<file path="src/rtl/i2c_tgt_pkg.sv">
package i2c_tgt_pkg;

  // protocol phase of the target
  typedef enum logic [2:0] {
    ST_IDLE,    // no transfer, waiting for a Start
    ST_ADDR,    // shifting the address byte
    ST_WR,      // shifting a write data byte
    ST_HOLD8,   // eighth bit seen, waiting for the fall to drive ACK
    ST_ACK,     // driving ACK through the ninth clock
    ST_RD,      // shifting a read byte out
    ST_RD_ACK,  // sampling the controller's ACK/NACK
    ST_WAIT     // open transfer but ignored until Start/Stop
  } tgt_state_e;

  localparam int unsigned BYTE_W = 8;

endpackage

</file>
<file path="src/rtl/i2c_tgt_filt.sv">
module i2c_tgt_filt #(
  parameter int LEN = 3
) (
  input  logic clk,
  input  logic rst_n,
  input  logic din,
  output logic dout
);

  localparam int CW = $clog2(LEN + 1);

  logic [1:0]    sync;
  logic [CW-1:0] cnt;

  always_ff @(posedge clk or negedge rst_n) begin
    if (!rst_n) begin
      sync <= 2'b11;
      dout <= 1'b1;
      cnt  <= '0;
    end else begin
      sync <= {sync[0], din};
      if (sync[1] == dout) begin
        cnt <= '0;
      end else if (cnt == CW'(LEN - 1)) begin
        dout <= sync[1];
        cnt  <= '0;
      end else begin
        cnt <= cnt + 1'b1;
      end
    end
  end


  filt_chk: assert property (@(posedge clk) disable iff (!rst_n)
    !$stable(dout) |-> dout == $past(sync[1]));

endmodule

</file>
<file path="src/rtl/i2c_tgt_wdog.sv">
module i2c_tgt_wdog #(
  parameter int LIMIT = 5000
) (
  input  logic clk,
  input  logic rst_n,
  input  logic active,
  input  logic restart,
  output logic tmo
);

  localparam int CW = $clog2(LIMIT + 1);

  logic [CW-1:0] cnt;

  always_ff @(posedge clk or negedge rst_n) begin
    if (!rst_n) begin
      cnt <= '0;
    end else if (!active || restart) begin
      cnt <= '0;
    end else if (cnt != CW'(LIMIT - 1)) begin
      cnt <= cnt + 1'b1;
    end
  end

  assign tmo = active && !restart && (cnt == CW'(LIMIT - 1));


  tmo_single_chk: assert property (@(posedge clk) disable iff (!rst_n)
    tmo |=> !tmo);

endmodule

</file>
<file path="src/rtl/i2c_tgt_wdt.sv">
module i2c_tgt_wdt
  import i2c_tgt_pkg::*;
#(
  parameter logic [2:0] DEV_CODE  = 3'b110,
  parameter int         FILT_LEN  = 3,
  parameter int         TMO_LIMIT = 5000
) (
  input  logic        clk,
  input  logic        rst_n,
  input  logic        scl_i,
  input  logic        sda_i,
  output logic        sda_oe,
  output logic [7:0]  rx_data,
  output logic        rx_valid,
  input  logic        rx_ready,
  input  logic [7:0]  tx_data,
  input  logic        tx_valid,
  output logic        tx_ready,
  output logic        tmo_pulse
);

  localparam logic [3:0] GROUP   = 4'b1010;
  localparam logic [6:0] MY_ADDR = {GROUP, DEV_CODE};
  localparam int         CNT_W   = $clog2(BYTE_W);

  // ---- line conditioning: index 0 = SCL, 1 = SDA
  logic [1:0] raw, filt;
  assign raw = {sda_i, scl_i};

  for (genvar g = 0; g < 2; g++) begin : g_line
    i2c_tgt_filt #(.LEN(FILT_LEN)) u_filt (
      .clk  (clk),
      .rst_n(rst_n),
      .din  (raw[g]),
      .dout (filt[g])
    );
  end

  logic scl_q, sda_q;
  always_ff @(posedge clk or negedge rst_n) begin
    if (!rst_n) begin
      scl_q <= 1'b1;
      sda_q <= 1'b1;
    end else begin
      scl_q <= filt[0];
      sda_q <= filt[1];
    end
  end

  logic scl_rise, scl_fall, start_ev, stop_ev;
  assign scl_rise = filt[0] & ~scl_q;
  assign scl_fall = ~filt[0] & scl_q;
  assign start_ev = filt[0] & scl_q & sda_q & ~filt[1];
  assign stop_ev  = filt[0] & scl_q & ~sda_q & filt[1];

  // ---- protocol state
  tgt_state_e       st;
  logic [CNT_W-1:0] bitcnt;
  logic [6:0]       shreg;
  logic [6:0]       txsh;
  logic             ack_q, rd_q;
  logic             tmo;

  i2c_tgt_wdog #(.LIMIT(TMO_LIMIT)) u_wdog (
    .clk    (clk),
    .rst_n  (rst_n),
    .active (st != ST_IDLE),
    .restart(scl_rise | scl_fall | start_ev),
    .tmo    (tmo)
  );
  assign tmo_pulse = tmo;

  logic       slot_free;
  logic [7:0] load_byte;
  logic [7:0] in_byte;
  assign slot_free = ~rx_valid | rx_ready;
  assign load_byte = tx_valid ? tx_data : 8'hFF;
  assign in_byte   = {shreg, filt[1]};
  assign tx_ready  = scl_fall && ((st == ST_ACK && rd_q) || st == ST_RD_ACK);

  always_ff @(posedge clk or negedge rst_n) begin
    if (!rst_n) begin
      st       <= ST_IDLE;
      bitcnt   <= '0;
      shreg    <= '0;
      txsh     <= '0;
      ack_q    <= 1'b0;
      rd_q     <= 1'b0;
      sda_oe   <= 1'b0;
      rx_data  <= '0;
      rx_valid <= 1'b0;
    end else begin
      if (rx_valid && rx_ready) rx_valid <= 1'b0;

      if (tmo) begin
        st     <= ST_IDLE;
        sda_oe <= 1'b0;
      end else if (start_ev) begin
        st     <= ST_ADDR;
        bitcnt <= '0;
        sda_oe <= 1'b0;
      end else if (stop_ev) begin
        st     <= ST_IDLE;
        sda_oe <= 1'b0;
      end else begin
        unique case (st)
          ST_ADDR, ST_WR: begin
            if (scl_rise) begin
              shreg  <= in_byte[6:0];
              bitcnt <= bitcnt + 1'b1;
              if (bitcnt == CNT_W'(BYTE_W - 1)) begin
                st <= ST_HOLD8;
                if (st == ST_ADDR) begin
                  ack_q <= (shreg == MY_ADDR);
                  rd_q  <= filt[1];
                end else begin
                  rd_q  <= 1'b0;
                  ack_q <= slot_free;
                  if (slot_free) begin
                    rx_data  <= in_byte;
                    rx_valid <= 1'b1;
                  end
                end
              end
            end
          end
          ST_HOLD8: begin
            if (scl_fall) begin
              if (ack_q) begin
                sda_oe <= 1'b1;
                st     <= ST_ACK;
              end else begin
                st <= ST_WAIT;
              end
            end
          end
          ST_ACK: begin
            if (scl_fall) begin
              bitcnt <= '0;
              if (rd_q) begin
                txsh   <= load_byte[6:0];
                sda_oe <= ~load_byte[7];
                st     <= ST_RD;
              end else begin
                sda_oe <= 1'b0;
                st     <= ST_WR;
              end
            end
          end
          ST_RD: begin
            if (scl_fall) begin
              if (bitcnt == CNT_W'(BYTE_W - 1)) begin
                sda_oe <= 1'b0;
                st     <= ST_RD_ACK;
              end else begin
                txsh   <= {txsh[5:0], 1'b0};
                sda_oe <= ~txsh[6];
                bitcnt <= bitcnt + 1'b1;
              end
            end
          end
          ST_RD_ACK: begin
            if (scl_rise && filt[1]) begin
              st <= ST_WAIT;
            end else if (scl_fall) begin
              txsh   <= load_byte[6:0];
              sda_oe <= ~load_byte[7];
              bitcnt <= '0;
              st     <= ST_RD;
            end
          end
          default: ;
        endcase
      end
    end
  end


  sda_hold_chk: assert property (@(posedge clk) disable iff (!rst_n)
    (scl_q && filt[0] && !tmo) |=> $stable(sda_oe));


  rx_hold_chk: assert property (@(posedge clk) disable iff (!rst_n)
    (rx_valid && !rx_ready) |=> (rx_valid && $stable(rx_data)));


  tmo_idle_chk: assert property (@(posedge clk) disable iff (!rst_n)
    tmo |=> (st == ST_IDLE && !sda_oe));


  stop_release_chk: assert property (@(posedge clk) disable iff (!rst_n)
    (stop_ev && !tmo) |=> !sda_oe);

endmodule

</file>
<file path="config.mk">
export PLATFORM = sky130hd
export DESIGN_NAME = i2c_tgt_wdt
export DESIGN_NICKNAME = d
export VERILOG_FILES = /design/src/rtl/i2c_tgt_pkg.sv /design/src/rtl/i2c_tgt_filt.sv /design/src/rtl/i2c_tgt_wdog.sv /design/src/rtl/i2c_tgt_wdt.sv
export SDC_FILE = /design/constraint.sdc
export NUM_CORES = 1
export LEC_CHECK = 0
export ABC_AREA = 1
export BUFFER_PORTS_ARGS = -buffer_cell sky130_fd_sc_hd__buf_2
export CAP_MARGIN = 0
export CORE_ASPECT_RATIO = 1.2
export CORE_MARGIN = 5
export CORE_UTILIZATION = 62
export CTS_BUF_LIST = sky130_fd_sc_hd__clkbuf_8
export DETAILED_ROUTE_END_ITERATION = 8
export PLACE_DENSITY_LB_ADDON = 0.05
export SYNTH_ARGS = -nofsm -noshare
export SYNTH_HDL_FRONTEND = slang
export SYNTH_HIERARCHICAL = 1
export SYNTH_SLANG_ARGS = --single-unit
</file>
<file path="constraint.sdc">
create_clock -name clk -period 3 [get_ports clk]
set_input_delay 0.3 -clock clk [delete_from_list [all_inputs] [get_ports clk]]
set_output_delay 0.3 -clock clk [all_outputs]
set_load 0.005 [all_outputs]
</file>
## Word level (Yosys, flattened, before mapping)

Index checks and enable logic that the tools add are counted.

| word-level totals | value |
|---|---|
| flip-flop bits (word level) | 57 |

| operators by class | value |
|---|---|
| mux-type cells | 59 |
| eq/ne operators | 35 |
| add/subtract/negate cells | 4 |
| bitwise logic cells | 23 |
| reductions and logical operators | 26 |

Operators with widths:

| cell | number |
|---|---|
| two-way mux 3 bit | 19 |
| inequality test 5 bit, second input constant | 9 |
| two-way mux 7 bit | 6 |
| two-way mux 13 bit | 2 |
| two-way mux 1 bit | 22 |
| case mux 7 bit (3 select lines) | 1 |
| AND reduction 8 bit | 2 |
| case mux 3 bit (5 select lines) | 1 |
| inequality test 2 bit, second input constant | 7 |
| AND reduction 7 bit | 2 |
| adder 13 x 1 -> 13 bit, second input constant | 1 |
| equality test 13 bit, second input constant | 1 |
| inequality test 13 bit, second input constant | 1 |
| NOT 1 bit | 13 |
| equality test 3 bit, second input constant | 4 |
| inequality test 3 bit, second input constant | 4 |
| case mux 3 bit (4 select lines) | 1 |
| two-way mux 2 bit | 5 |
| AND reduction 10 bit | 1 |
| two-way mux 8 bit | 1 |
| nonzero test 8 bit | 1 |
| AND 1 bit | 7 |
| equality test 7 bit, second input constant | 1 |
| nonzero test 7 bit | 1 |
| other kinds (19) | 34 |

## Longest topological paths before layout

| depth | value |
|---|---|
| depth in word-level cells | 10 |
| depth in mapped cells | 15 |

## Hierarchy

The synthesis kept the hierarchy.

By module, submodules not included:

| module | seq. area each (um^2) | cells each | instances | area each (um^2) |
|---|---|---|---|---|
| i2c_tgt_wdt | 853.3 | 283 | 1 | 2045.7 |
| i2c_tgt_wdog | 325.3 | 121 | 1 | 820.8 |
| i2c_tgt_filt | 128.9 | 21 | 2 | 190.2 |

## Worst setup path after synthesis

OpenSTA, ideal clock, no wires.

| timing | value |
|---|---|
| path type | reg-to-reg |
| start point | reg g_line[0].u_filt.dout |
| end point | reg shreg[5] |
| period minus slack after synthesis | 2.248 ns |
| required time | 2.879 ns |
| slack | 0.752 ns |
| setup time | 0.121 ns |
| buffers on the path | 1 |
| arrival time | 2.127 ns |
| cell stages (with the launch flop) | 15 |
| cell sequence | dfstp_2 > inv_1 > ha_1 > nand2_1 > nor2_1 > inv_1 > nor2_1 > inv_1 > nand2_2 > nor2_8 > nand3_4 > buf_4 > inv_2 > nand2_1 > o21ai_1 |

| between the ends | value |
|---|---|
| longest elaborated chain between the ends | 9 |

RTL lines:

| item | line | source |
|---|---|---|
| from (decl) | i2c_tgt_filt.sv:7 | `output logic dout` |
| from (signal assigned) | i2c_tgt_filt.sv:25 | `dout <= sync[1];` |
| AND 1 bit or NOT 1 bit (tied branches) | i2c_tgt_wdt.sv:53, i2c_tgt_wdt.sv:52 |  |
| AND 1 bit, on equally long branches | i2c_tgt_wdt.sv:53, i2c_tgt_wdt.sv:52 |  |
| AND 1 bit or OR 1 bit (tied branches) | i2c_tgt_wdt.sv:53, i2c_tgt_wdt.sv:68 |  |
| OR 1 bit * | i2c_tgt_wdt.sv:68 | `.restart(scl_rise \| scl_fall \| start_ev),` |
| zero test 1 bit * | i2c_tgt_wdog.sv:25 | `assign tmo = active && !restart && (cnt == CW'(LIMIT - 1));` |
| logical AND 1 bit * (2 in series) | i2c_tgt_wdog.sv:25 |  |
| via tmo_pulse | i2c_tgt_wdt.sv:19 | `output logic tmo_pulse` |
| NOT 1 bit (no line) * | n/a |  |
| AND reduction 5 bit (no line) * | n/a |  |
| to (signal assigned) | i2c_tgt_wdt.sv:109 | `shreg <= in_byte[6:0];` |
| to (decl) | i2c_tgt_wdt.sv:59 | `logic [6:0] shreg;` |

The timed path passes the listed nets; every way through them passes the cells marked *.
A chain may end at the register's enable or synchronous reset.

## Final worst setup path

| timing | value |
|---|---|
| start point | reg g_line[0].u_filt.dout |
| end point | reg rx_data[0] |

| between the ends | value |
|---|---|
| longest elaborated chain between the ends | 9 |

RTL lines:

| item | line | source |
|---|---|---|
| AND 1 bit or NOT 1 bit (tied branches) | i2c_tgt_wdt.sv:53, i2c_tgt_wdt.sv:54, i2c_tgt_wdt.sv:52 |  |
| AND 1 bit, on equally long branches | i2c_tgt_wdt.sv:53, i2c_tgt_wdt.sv:52 |  |
| AND 1 bit or OR 1 bit (tied branches) | i2c_tgt_wdt.sv:53, i2c_tgt_wdt.sv:68 |  |
| OR 1 bit | i2c_tgt_wdt.sv:68 |  |
| zero test 1 bit | i2c_tgt_wdog.sv:25 |  |
| logical AND 1 bit (2 in series) | i2c_tgt_wdog.sv:25 |  |
| NOT 1 bit (no line) | n/a |  |
| AND reduction 8 bit (no line) * | n/a |  |
| to (signal assigned) | i2c_tgt_wdt.sv:120 | `rx_data <= in_byte;` |
| to (decl) | i2c_tgt_wdt.sv:13 | `output logic [7:0] rx_data,` |

Every way passes the cells marked *; elsewhere a longest branch is shown, timed or not.

==> out/results.ini <==
[status]
status=completed

[synthesis]
yosysSeqAreaShare=0.4424
ys.flop_type=dfrtp_1
syn_inst=446
syn_nets=466
synth_top_area_frac=0.3776
async_flop_share=1.000
syn-cell-area_um2=3247
synth_edf_count=0
ys.warnings.count=6
netlist_top_cells_area=dfrtp_1 38%, nand2_1 17%, nand3_1 7.6%, dfstp_2 6.5%, nor2_1 6.4%
ys_ff_latch=57
synth.avg_cell_area_um2=7.280
yosysUniqueCellTypes=32
synth_top_area_cell=dfrtp_1

[placement]
portBuffers=25
placed_area_um2=3393
routabilityCongestion=0.9096
hpwlAfterDp_um=4743
place_inst=525

[finish]
mostFrequentLayoutCells=144 x nand2_1, 55 x nor2_1, 53 x inv_1
drive_gt1_frac=0.1580
final_util=0.7165
num_antenna_cells=0
fin_cells=541
n_fill_cell=423
nets=496
mostFrequentLayoutCell=nand2_1
syn_to_final_growth_pct=10.56
post-route-cell-area_um2=3590

[clocking]
clockBufferDepth=2
cts-root-buf=clkbuf_8
cts_sinks=57
clkTransAtPathRegs_ns=0.06
cts_hold_buf=0
tritoncts=built
h-tree-depth=3
post_cts_resized=0
clk-insertion-delay-late_ns=0.34
post_cts_buffers=0
cts-buffers-inserted=9

[floorplanning]
dieArea_um2=6790
die_w_um=76.06
die_h_um=89.28
num_rows=28
ios=26
coreArea_um2=5010
start_util=0.6481

[sta]
drv_slew=0
finalCritPeriodShare=0.8475
tns_ns=0
finalClockSkew_ns=0.008669
rsz0062_at_grt=false
hold_viol_final=0
tightest_slew_ns=1.052
min_period_ns=2.543
slew_headroom=0.2989
fmax_mhz=393.3
setup_viol=0

[drt]
ant_nets=0
drc_errors=0
first_iter_violations=182
via_per_inst=5.240
firstDrtPassIters=4
wl_um=6401
vias=2835
avgRoutedWirePerCell_um=11.83

[setup_path]
worstRegToRegCells=14
critPathMaxFanout=14
startpoint=g_line[0].u_filt/dout
crit_slowest_cell=dfstp_2
r2r_start=g_line[0].u_filt/dout
cp.required_ns=3.22
cp.arrival_ns=2.76
critPathKind=reg2reg
start_kind=flip-flop
worstPathCellList=ha_1 -> nand3_1 -> nand2_1 -> nor2_1 -> inv_1 -> nor2_1 -> inv_1 -> nand2_2 -> nor2_8 -> nand3_4 -> nor2_8 -> nand2_2 -> nand2_1 -> nand2_1
cpMostUsedCell=nand2_1
slowest_delay_ns=0.57
endpoint_kind=flip-flop

[global_routing]
grt_use_total=0.2073
overflow=0
antenna_found_initial=0
grt_max_degree=52
grt_pass1_wl_um=11390
grt_pass1_vias=2709

[job]
drv_cap=0

[power]
powerDensity_nw_per_um2=892.5
worst_ir_drop_vdd_mv=0.6873
leakage_nw=1.955

[min_path]
hold_start=scl_i
min_path_cells=1
hold_path.class=in2reg

==> per-stage QoR <==
| step | worst slack, ns | power [mW] | hold WS [ns] |
|---|---|---|---|
| 2_1_floorplan | 0.7519 | 2.247 | 0.004409 |
| 3_3_place_gp | 0.6210 | 2.478 | 0.3457 |
| 3_5_place_dp | 0.4498 | 2.514 | 0.3475 |
| 4_1_cts | 0.4419 | 3.228 | 0.04638 |
| 5_1_grt | 0.1282 | 3.502 | 0.05586 |
| 6_report | 0.4574 | 3.204 | 0.06402 |
==> critical path, delay by kind of cell (launching register included) <==
kind	cells	cell delay (ns)
buffers and inverters	2	0.21
adder cells (fa/ha/maj)	1	0.23
AND/OR/NAND/NOR	11	1.39
flip-flops	1	0.57
==> cells in the mapped netlist, types with 2 or more instances <==
cell,instances
a21oi_1,8
buf_4,5
buf_6,3
dfrtp_1,49
dfstp_2,8
ha_1,6
inv_1,52
inv_2,4
nand2_1,144
nand2_2,5
nand3_1,49
nand3_2,2
nand4_1,7
nor2_1,55
nor2_2,6
nor2_8,2
o21ai_0,19
o21ai_1,8
==> layer usage <==
layer | vias up | global-route usage | routed length (µm)
met2 | 64 | 0.3614 | 3106
met4 | 0 | 0.09539 | 131
met3 | 15 | 0.05141 | 297
met5 | - | 0 | 0
li1 | 1465 | - | -
met1 | 1291 | 0.2438 | 2864
==> flip-flops by register name (all words and copies together) (netlist names) <==
name                cells
rx_data                 8
sda_q                   1
u_wdog/cnt             13
bitcnt                  3
shreg                   7
txsh                    7
g_line.u_filt/sync      4
rx_valid                1
sda_oe                  1
scl_q                   1
g_line.u_filt/dout      2
g_line.u_filt/cnt       4
rd_q                    1
ack_q                   1
st                      3
==> cell families (layout without fill, tap and decap cells) <==
family                   after synthesis  count (layout)  synth area share
XOR/XNOR                               1               1          0.002698
AND/OR/NAND/NOR                      276             276            0.3769
AO/OA/AOI/OAI                         39              39           0.06359
flip-flops                            57              57            0.4424
buffers and inverters                 67             102           0.09133
adder cells (fa/ha/maj)                6               6           0.02312
==> worst paths after layout <==
kind,slack (ns),to
worst max-delay path,0.46,rx_data[0]
worst min-delay path,0.06,g_line[0].u_filt/sync[0]
worst max register to register,0.46,rx_data[0]
worst min register to register,0.36,g_line[1].u_filt/sync[1]
max in group asynchronous,2.08,g_line[1].u_filt/sync[0]
min in group asynchronous,0.15,rx_data[3]
==> power by group <==
part	internal, mW	switching, mW	leakage, nW
combinational	0.450	0.848	1.13
clock	0.399	0.299	0.0995
sequential	1.01	0.201	0.721
total	1.86	1.35	1.96
==> layout make-up <==
class                      count  area [µm²]  share of cell area
multi-input combinational    322        1514              0.4217
tap                           60       75.07             0.02091
timing repair buffer          28       147.6             0.04113
sequential                    57        1436              0.4001
clock buffer                  10       137.6             0.03834
inverter                      58       220.2             0.06135
clock inverter                 6       58.81             0.01638
Note: power is estimated with default switching activity, not from simulation.
